File: config.mk
export PLATFORM = sky130hd
export DESIGN_NAME = spd_image_gen
export DESIGN_NICKNAME = d
export VERILOG_FILES = /design/src/rtl/spd_pkg.sv /design/src/rtl/spd_geom.sv /design/src/rtl/spd_byte_gen.sv /design/src/rtl/spd_img_ram.sv /design/src/rtl/spd_image_gen.sv
export SDC_FILE = /design/constraint.sdc
export NUM_CORES = 2
export LEC_CHECK = 0
export ABC_CLOCK_PERIOD_IN_PS = 39600
export BUFFER_PORTS_ARGS = -buffer_cell sky130_fd_sc_hd__buf_2
export CAP_MARGIN = 20
export CELL_PAD_IN_SITES_DETAIL_PLACEMENT = 0
export CELL_PAD_IN_SITES_GLOBAL_PLACEMENT = 1
export CORE_ASPECT_RATIO = 1.5
export CORE_MARGIN = 8
export CORE_UTILIZATION = 45
export DETAILED_ROUTE_END_ITERATION = 8
export PLACE_DENSITY_LB_ADDON = 0.1
export SKIP_CTS_REPAIR_TIMING = 1
export SLEW_MARGIN = 20
export SYNTH_ARGS = -nofsm -noshare
export SYNTH_HDL_FRONTEND = slang
export SYNTH_SLANG_ARGS = --single-unit
File: constraint.sdc
create_clock -name clk -period 39.6 [get_ports clk]
set_input_delay 7.92 -clock clk [delete_from_list [all_inputs] [get_ports clk]]
set_output_delay 7.92 -clock clk [all_outputs]
set_load 0.02 [all_outputs]
File: src/rtl/spd_pkg.sv
package spd_pkg;
  localparam logic [3:0] KIND_SDR  = 4'd4;
  localparam logic [3:0] KIND_DDR  = 4'd7;
  localparam logic [3:0] KIND_DDR2 = 4'd8;
  localparam int         CSUM_IDX  = 63;

  typedef struct packed {
    logic       err;
    logic       w_round;
    logic       w_retype;
    logic       w_trunc;
    logic [3:0] kind;
    logic [3:0] banks;
    logic [7:0] dens;
  } geom_t;
endpackage

File: src/rtl/spd_geom.sv
module spd_geom #(
  parameter int SIZE_W = 16
) (
  input  logic [3:0]        type_code,
  input  logic [SIZE_W-1:0] size_mib,
  output spd_pkg::geom_t    geom
);
  import spd_pkg::*;

  always_comb begin
    int l, orig, lo, hi, nb;
    logic legal;
    logic [SIZE_W-1:0] rounded;
    logic [31:0] d;
    logic [3:0] kind;

    geom = '0;
    l = 0;
    for (int i = 0; i < SIZE_W; i++) begin
      if (size_mib[i]) l = i;
    end
    orig = l;
    rounded = '0;
    rounded[l] = 1'b1;

    kind  = type_code;
    legal = 1'b1;
    lo = 2; hi = 9;
    case (type_code)
      KIND_SDR:  begin lo = 2; hi = 9;  end
      KIND_DDR:  begin lo = 5; hi = 12; end
      KIND_DDR2: begin lo = 7; hi = 14; end
      default:   legal = 1'b0;
    endcase

    if (l < lo) begin
      geom.w_retype = 1'b1;
      if (l >= 5) begin kind = KIND_DDR; lo = 5; hi = 12; end
      else        begin kind = KIND_SDR; lo = 2; hi = 9;  end
    end

    nb = 1;
    for (int k = 0; k < 7; k++) begin
      if (l > hi) begin
        l  = l - 1;
        nb = nb + 1;
      end
    end
    // 2^(orig-s)*(1+s) falls short of 2^orig exactly when s >= 2
    geom.w_trunc = ((orig - l) >= 2);

    if (nb == 1 && l > lo) begin
      l  = l - 1;
      nb = 2;
    end

    d = 32'd1 << (l - 2);
    if (kind == KIND_DDR2)     geom.dens = {d[7:5], d[12:8]};
    else if (kind == KIND_DDR) geom.dens = {d[7:3], d[10:8]};
    else                       geom.dens = d[7:0];

    geom.kind    = kind;
    geom.banks   = 4'(nb);
    geom.w_round = (size_mib != rounded);

    if (!legal || size_mib < SIZE_W'(4)) begin
      geom     = '0;
      geom.err = 1'b1;
    end
  end
endmodule

File: src/rtl/spd_byte_gen.sv
module spd_byte_gen (
  input  logic [7:0] idx,
  input  logic       blank,
  input  logic [3:0] kind,
  input  logic [3:0] banks,
  input  logic [7:0] dens,
  input  logic [7:0] csum,
  output logic [7:0] val
);
  import spd_pkg::*;

  logic is_ddr2;
  assign is_ddr2 = (kind == KIND_DDR2);

  always_comb begin
    val = 8'h00;
    if (!blank) begin
      case (idx)
        8'd0:  val = 8'd128;
        8'd1:  val = 8'd8;
        8'd2:  val = {4'h0, kind};
        8'd3:  val = 8'd13;
        8'd4:  val = 8'd10;
        8'd5:  val = {4'h0, is_ddr2 ? banks - 4'd1 : banks};
        8'd6:  val = 8'd64;
        8'd8:  val = 8'd4;
        8'd9:  val = 8'h25;
        8'd10: val = 8'd1;
        8'd12: val = 8'h82;
        8'd13: val = 8'd8;
        8'd15: val = is_ddr2 ? 8'd0 : 8'd1;
        8'd16: val = 8'd12;
        8'd17: val = 8'd4;
        8'd18: val = 8'd12;
        8'd19: val = is_ddr2 ? 8'd0 : 8'd1;
        8'd20: val = 8'd2;
        8'd23: val = 8'h12;
        8'd27: val = 8'd20;
        8'd28: val = 8'd15;
        8'd29: val = 8'd20;
        8'd30: val = 8'd45;
        8'd31: val = dens;
        8'd32: val = 8'd20;
        8'd33: val = 8'd8;
        8'd34: val = 8'd20;
        8'd35: val = 8'd8;
        8'd63: val = csum;
        default: val = 8'h00;
      endcase
    end
  end
endmodule

File: src/rtl/spd_img_ram.sv
module spd_img_ram #(
  parameter int ADDR_W = 8,
  parameter int DATA_W = 8
) (
  input  logic              clk,
  input  logic              we,
  input  logic [ADDR_W-1:0] waddr,
  input  logic [DATA_W-1:0] wdata,
  input  logic [ADDR_W-1:0] raddr,
  output logic [DATA_W-1:0] rdata
);
  localparam int DEPTH = 1 << ADDR_W;
  logic [DATA_W-1:0] mem [DEPTH];

  always_ff @(posedge clk) begin
    if (we) mem[waddr] <= wdata;
    rdata <= mem[raddr];
  end
endmodule

File: src/rtl/spd_image_gen.sv
module spd_image_gen #(
  parameter int SIZE_W = 16,
  parameter int ADDR_W = 8
) (
  input  logic              clk,
  input  logic              rst,
  input  logic              start,
  input  logic [3:0]        type_code,
  input  logic [SIZE_W-1:0] size_mib,
  input  logic [ADDR_W-1:0] rd_addr,
  output logic [7:0]        rd_data,
  output logic              busy,
  output logic              done,
  output logic [3:0]        type_out,
  output logic              err_flag,
  output logic              warn_round,
  output logic              warn_retype,
  output logic              warn_trunc
);
  import spd_pkg::*;

  localparam int IMG_BYTES = 1 << ADDR_W;
  localparam logic [ADDR_W-1:0] LAST_IDX = ADDR_W'(IMG_BYTES - 1);
  localparam logic [ADDR_W-1:0] SUM_END  = ADDR_W'(CSUM_IDX);

  typedef enum logic {S_IDLE, S_FILL} state_e;

  state_e            state;
  logic [ADDR_W-1:0] idx;
  logic [7:0]        csum;
  geom_t             g_now, g_q;
  logic [7:0]        wbyte;

  spd_geom #(.SIZE_W(SIZE_W)) u_geom (
    .type_code (type_code),
    .size_mib  (size_mib),
    .geom      (g_now)
  );

  spd_byte_gen u_bytes (
    .idx   (8'(idx)),
    .blank (g_q.err),
    .kind  (g_q.kind),
    .banks (g_q.banks),
    .dens  (g_q.dens),
    .csum  (csum),
    .val   (wbyte)
  );

  spd_img_ram #(.ADDR_W(ADDR_W), .DATA_W(8)) u_ram (
    .clk   (clk),
    .we    (state == S_FILL),
    .waddr (idx),
    .wdata (wbyte),
    .raddr (rd_addr),
    .rdata (rd_data)
  );

  always_ff @(posedge clk) begin
    if (rst) begin
      state <= S_IDLE;
      idx   <= '0;
      csum  <= '0;
      busy  <= 1'b0;
      done  <= 1'b0;
      g_q   <= '0;
    end else begin
      done <= 1'b0;
      case (state)
        S_IDLE: begin
          if (start) begin
            g_q   <= g_now;
            idx   <= '0;
            csum  <= '0;
            busy  <= 1'b1;
            state <= S_FILL;
          end
        end
        S_FILL: begin
          if (idx < SUM_END) csum <= csum + wbyte;
          idx <= idx + 1'b1;
          if (idx == LAST_IDX) begin
            state <= S_IDLE;
            busy  <= 1'b0;
            done  <= 1'b1;
          end
        end
        default: state <= S_IDLE;
      endcase
    end
  end

  assign type_out    = g_q.kind;
  assign err_flag    = g_q.err;
  assign warn_round  = g_q.w_round;
  assign warn_retype = g_q.w_retype;
  assign warn_trunc  = g_q.w_trunc;
endmodule

==> results.md <==
- The worst setup path is launched from an input pin.
- The instance count along the most critical hold path is 2.
- The post-synthesis cell area is 84400 sq um.
- On the worst path, the slowest cell contributes a delay of 0.62 ns.
- Counting stages on the worst path, the most repeated cell is sky130_fd_sc_hd__ha_1.
- Cells with a size suffix above 1 make up 27.3% of the layout.
- The total overflow left after global routing is 0.
- Entering global routing, the biggest net connects 194 pins.
- The transition at the pin with the smallest max-transition slack is 1.17 ns.
- Cell internal power was estimated by the tool at 4180 uW.
- The worst-case headroom to the max-slew limit is 22.1%.
- Setup violations remaining at the end of the flow were counted as 0.
- The clock arrives with 0.0449 ns of skew.
- The post-synthesis sequential area ratio is 73.9%.
- The fraction of registers with async set or reset after synthesis is 0%.
- The end of the worst register-to-register path is csum[7].
- The final layout contains 4141 nets.
- Global routing consumed, over all layers together, 20.5% of the routing resources.
- The share of total power dissipated in sequential elements is 39.6%.
- The max capacitance violation total is 0.
- The worst ir drop on vdd is 0.188 mV.
- The most used flip-flop cell after synthesis is sky130_fd_sc_hd__edfxtp_1.
- After technology mapping, the gate count stands at 3946.
- At the worst endpoint, the required time is 40.32 ns.
- The routed wirelength normalized by instance count is 31.3 um.
- The port buffer count is 48.
- The combinational group share of total power is 30.7%.
- Measured along the y axis, the die boundary spans 547 um.
- The net switching component of the power is 1970 uW.
- The final wirelength is 208 mm.
- The TritonCTS clock tree is built.
- The number of failing hold endpoints at the final stage came to 0.
- Summing over every cut layer, the via total after detailed routing is 39600.
- In this run, the number of DRC markers left after iteration 0 of detailed routing was 2900.
- In this run the worst hold path is classified as flop to flop.
- The count of standard-cell rows is 194.
- The library cells used most frequently in the layout, excluding fill and tap cells, are 2048 x sky130_fd_sc_hd__edfxtp_1, 680 x sky130_fd_sc_hd__mux4_2, 320 x sky130_fd_sc_hd__nor2_1.
- The synthesized netlist net count is 4041.
- At the worst endpoint, the arrival time is 26.46 ns.
- The first-pass GRT wire length is 304 mm.
- After routing, the total negative slack on setup checks comes to 0 ns.
- The endpoint class of the critical path is a flop.
- The area growth from synthesis to layout is 11.1%.
- The distinct cell type count of the synthesized netlist is 97.
- The cell with the largest stage delay on the worst path is sky130_fd_sc_hd__a21boi_0.
- The synthesized area divided by synthesized cell count is 21.4 sq um.
- The startpoint identified for the worst hold timing path is g_q[6].
- The HPWL after detailed placement is 128 mm.
- The number of global-route vias before repair came to 41700.
- The count of fill cells added during filler insertion is 15000.
- The end-of-flow core utilization is 50.3%.
- Dividing the final minimum period by the clock period gives 65.0%.
- The highest clock frequency the design can meet is 38.8 MHz.
- After floorplanning, the core was sized to cover 186000 sq um.
- The die span in x is 370 um.
- Of all nets on the critical path, the largest fanout is 16.
- Subtracting the final worst setup slack from the clock period gives 25.75 ns.
- The remaining antenna violation count after routing is 0.
- For this configuration, the core starts out at a cell density of 45.3%.
- For flop-to-flop paths, the worst setup slack is 33.67 ns.
- In this run, the clock network consumes 29.7% of the power.
- The number of I/O pins is 49.
- The number of max-slew violations in the final report is 0.
- The switching portion of total power is 32.0%.
- The number of clock sinks is 2095.
- For this run, design rule violations remaining after detail routing come to 0.
- Counting flops with a built-in enable in the synthesized netlist gives 2048.
- Using the TritonRoute via totals, the vias-per-cell ratio works out to 5.95.
- Routability-driven placement finished with a final weighted congestion of 0.783.
- The initial antenna violation count is 5.
- The final total power is 6140 uW.
- In this run the static leakage power is 0.0283 uW.
- The clock latency reported for the late side of the worst-skew pair is 0.84 ns.
- The run finished with clean final reports.
- The path with the worst hold slack has its endpoint at g_q[6].
- The register clock-pin slew on the reported worst setup and hold paths is 0.06 ns.
- The multi-input combinational cells in the finished layout cover a total of 21100 sq um.
- The startpoint of the worst-slack reg-to-reg timing path is idx[5].
- The register cell area after layout is 62400 sq um.
- The maximum clock path buffer count is 4.
- Buffers inserted during clock tree synthesis total 202.
- The die area is 202000 sq um.
- The first detailed-routing pass ran for 5 iterations.
- In this run the power density over the cells is 65.5 nW/um^2.
- The number of cells on the worst reg-to-reg path is 19.
- The cell chosen for the clock root is sky130_fd_sc_hd__clkbuf_16.
- The critical path start-end classification is input pin to flop.
- The Yosys step of the flow raised 0 warnings.
- Setup repair after global routing left no endpoint under its margin.
- The leading cell type in the layout, fill and taps excluded is sky130_fd_sc_hd__edfxtp_1.
- CTS built an H-tree with a depth of 4.
- The total of flip-flops plus latches after synthesis is 2095.
==> stage by stage <==
| stage | hold slack (ns) | area [sq um] | setup slack, ns | cells |
|---|---|---|---|---|
| 5_1_grt | 0.484 | 93800 | 12.30 | 6649 |
| 3_5_place_dp | 0.444 | 87700 | 12.94 | 6291 |
| 2_1_floorplan | 0.420 | 84400 | 15.70 | 3946 |
| 6_report | 0.460 | 93800 | 13.85 | 6652 |
| 3_3_place_gp | 0.446 | 87600 | 13.07 | 6287 |
| 4_1_cts | 0.460 | 93800 | 13.78 | 6647 |
==> power groups by stage <==
stage | combinational [uW] | sequential [uW] | clock (uW)
2_1_floorplan | 1470 | 2490 | 0
3_3_place_gp | 1890 | 2480 | 0
3_5_place_dp | 1890 | 2480 | 0
4_1_cts | 1900 | 2430 | 1870
5_1_grt | 2080 | 2430 | 1940
6_report | 1890 | 2430 | 1830
==> cell families after synthesis <==
| logic type | count (synthesis) | share of synthesized area (%) |
|---|---|---|
| AND/OR/NAND/NOR | 561 | 3.03 |
| multiplexers | 690 | 18.3 |
| XOR/XNOR | 50 | 0.619 |
| buffers and inverters | 271 | 1.25 |
| flip-flops | 2095 | 73.9 |
| adder cells (fa/ha/maj) | 64 | 0.975 |
| AO/OA/AOI/OAI | 215 | 1.92 |
==> flip-flops by register name (all words and copies together) (netlist names) <==
name,flops
u_ram.mem,2048
warn_retype,1
state,1
done,1
busy,1
warn_trunc,1
type_out,4
idx,8
err_flag,1
warn_round,1
csum,8
g_q,12
u_ram.rdata,8
==> worst max path at each step <==
stage	start	end	slack [ns]	cells after the start
2_1_floorplan	size_mib[11]	g_q[6]	15.70	81
3_3_place_gp	size_mib[11]	g_q[6]	13.07	84
3_5_place_dp	size_mib[11]	g_q[6]	12.94	83
4_1_cts	size_mib[11]	g_q[6]	13.78	81
5_1_grt	size_mib[11]	g_q[6]	12.30	84
6_report	size_mib[11]	g_q[6]	13.85	81
==> critical path, delay by kind of cell <==
| kind | cells | cell delay [ns] |
|---|---|---|
| AOI/OAI and AO/OA | 38 | 9.76 |
| adders and majority gates | 10 | 3.10 |
| buffers and inverters | 13 | 1.82 |
| muxes | 1 | 0.28 |
| and+or+nand+nor | 19 | 3.59 |
==> synthesized netlist by cell type (4+ instances only) <==
master / number / share of area [%]
sky130_fd_sc_hd__o211ai_1: 8 / 0.071
sky130_fd_sc_hd__o32ai_1: 7 / 0.073
sky130_fd_sc_hd__o41ai_1: 4 / 0.041
sky130_fd_sc_hd__a21o_1: 16 / 0.14
sky130_fd_sc_hd__a31oi_1: 19 / 0.14
sky130_fd_sc_hd__and3_1: 11 / 0.082
sky130_fd_sc_hd__o31ai_1: 4 / 0.036
sky130_fd_sc_hd__nor4_1: 4 / 0.030
sky130_fd_sc_hd__buf_1: 61 / 0.27
sky130_fd_sc_hd__inv_2: 4 / 0.018
sky130_fd_sc_hd__inv_1: 45 / 0.20
sky130_fd_sc_hd__xnor2_2: 6 / 0.12
sky130_fd_sc_hd__nor2_1: 323 / 1.4
sky130_fd_sc_hd__and2_1: 9 / 0.067
sky130_fd_sc_hd__nor4_2: 4 / 0.059
sky130_fd_sc_hd__mux2_2: 5 / 0.067
sky130_fd_sc_hd__a211oi_1: 10 / 0.089
sky130_fd_sc_hd__o21a_1: 5 / 0.044
sky130_fd_sc_hd__nor3b_1: 4 / 0.036
sky130_fd_sc_hd__nand2_1: 72 / 0.32
sky130_fd_sc_hd__xnor2_1: 31 / 0.32
sky130_fd_sc_hd__nor3_1: 25 / 0.15
sky130_fd_sc_hd__a221oi_1: 5 / 0.052
sky130_fd_sc_hd__xor2_1: 10 / 0.10
sky130_fd_sc_hd__edfxtp_1: 2048 / 73
sky130_fd_sc_hd__mux4_2: 680 / 18
sky130_fd_sc_hd__mux2i_1: 5 / 0.059
sky130_fd_sc_hd__clkbuf_1: 152 / 0.68
sky130_fd_sc_hd__ha_1: 61 / 0.90
sky130_fd_sc_hd__nand3_1: 45 / 0.27
sky130_fd_sc_hd__a32oi_1: 7 / 0.073
sky130_fd_sc_hd__nand4_1: 5 / 0.037
sky130_fd_sc_hd__a21oi_2: 5 / 0.052
sky130_fd_sc_hd__a211o_1: 5 / 0.052
sky130_fd_sc_hd__nor2b_1: 20 / 0.15
sky130_fd_sc_hd__a21oi_1: 40 / 0.24
sky130_fd_sc_hd__buf_4: 5 / 0.044
sky130_fd_sc_hd__a21boi_0: 5 / 0.044
sky130_fd_sc_hd__dfxtp_1: 47 / 1.1
sky130_fd_sc_hd__o21ai_0: 33 / 0.20
sky130_fd_sc_hd__nand2b_1: 8 / 0.059
==> layer usage <==
metal,vias up,track usage [%],wire [um]
met5,-,0,7
met4,2,4.96,5090
met3,293,2.50,9060
met2,1000,36.8,112000
met1,21600,26.5,82700
li1,16700,-,-
==> final cells by class <==
| class | count | area share (%) |
|---|---|---|
| antenna | 4 | 0.0107 |
| clock buffer | 237 | 5.53 |
| clock inverter | 119 | 0.969 |
| inverter | 49 | 0.196 |
| multi-input combinational | 1580 | 22.5 |
| sequential | 2095 | 66.5 |
| tap | 2450 | 3.27 |
| timing repair buffer | 118 | 0.989 |
(Power assumes the default switching activity.)
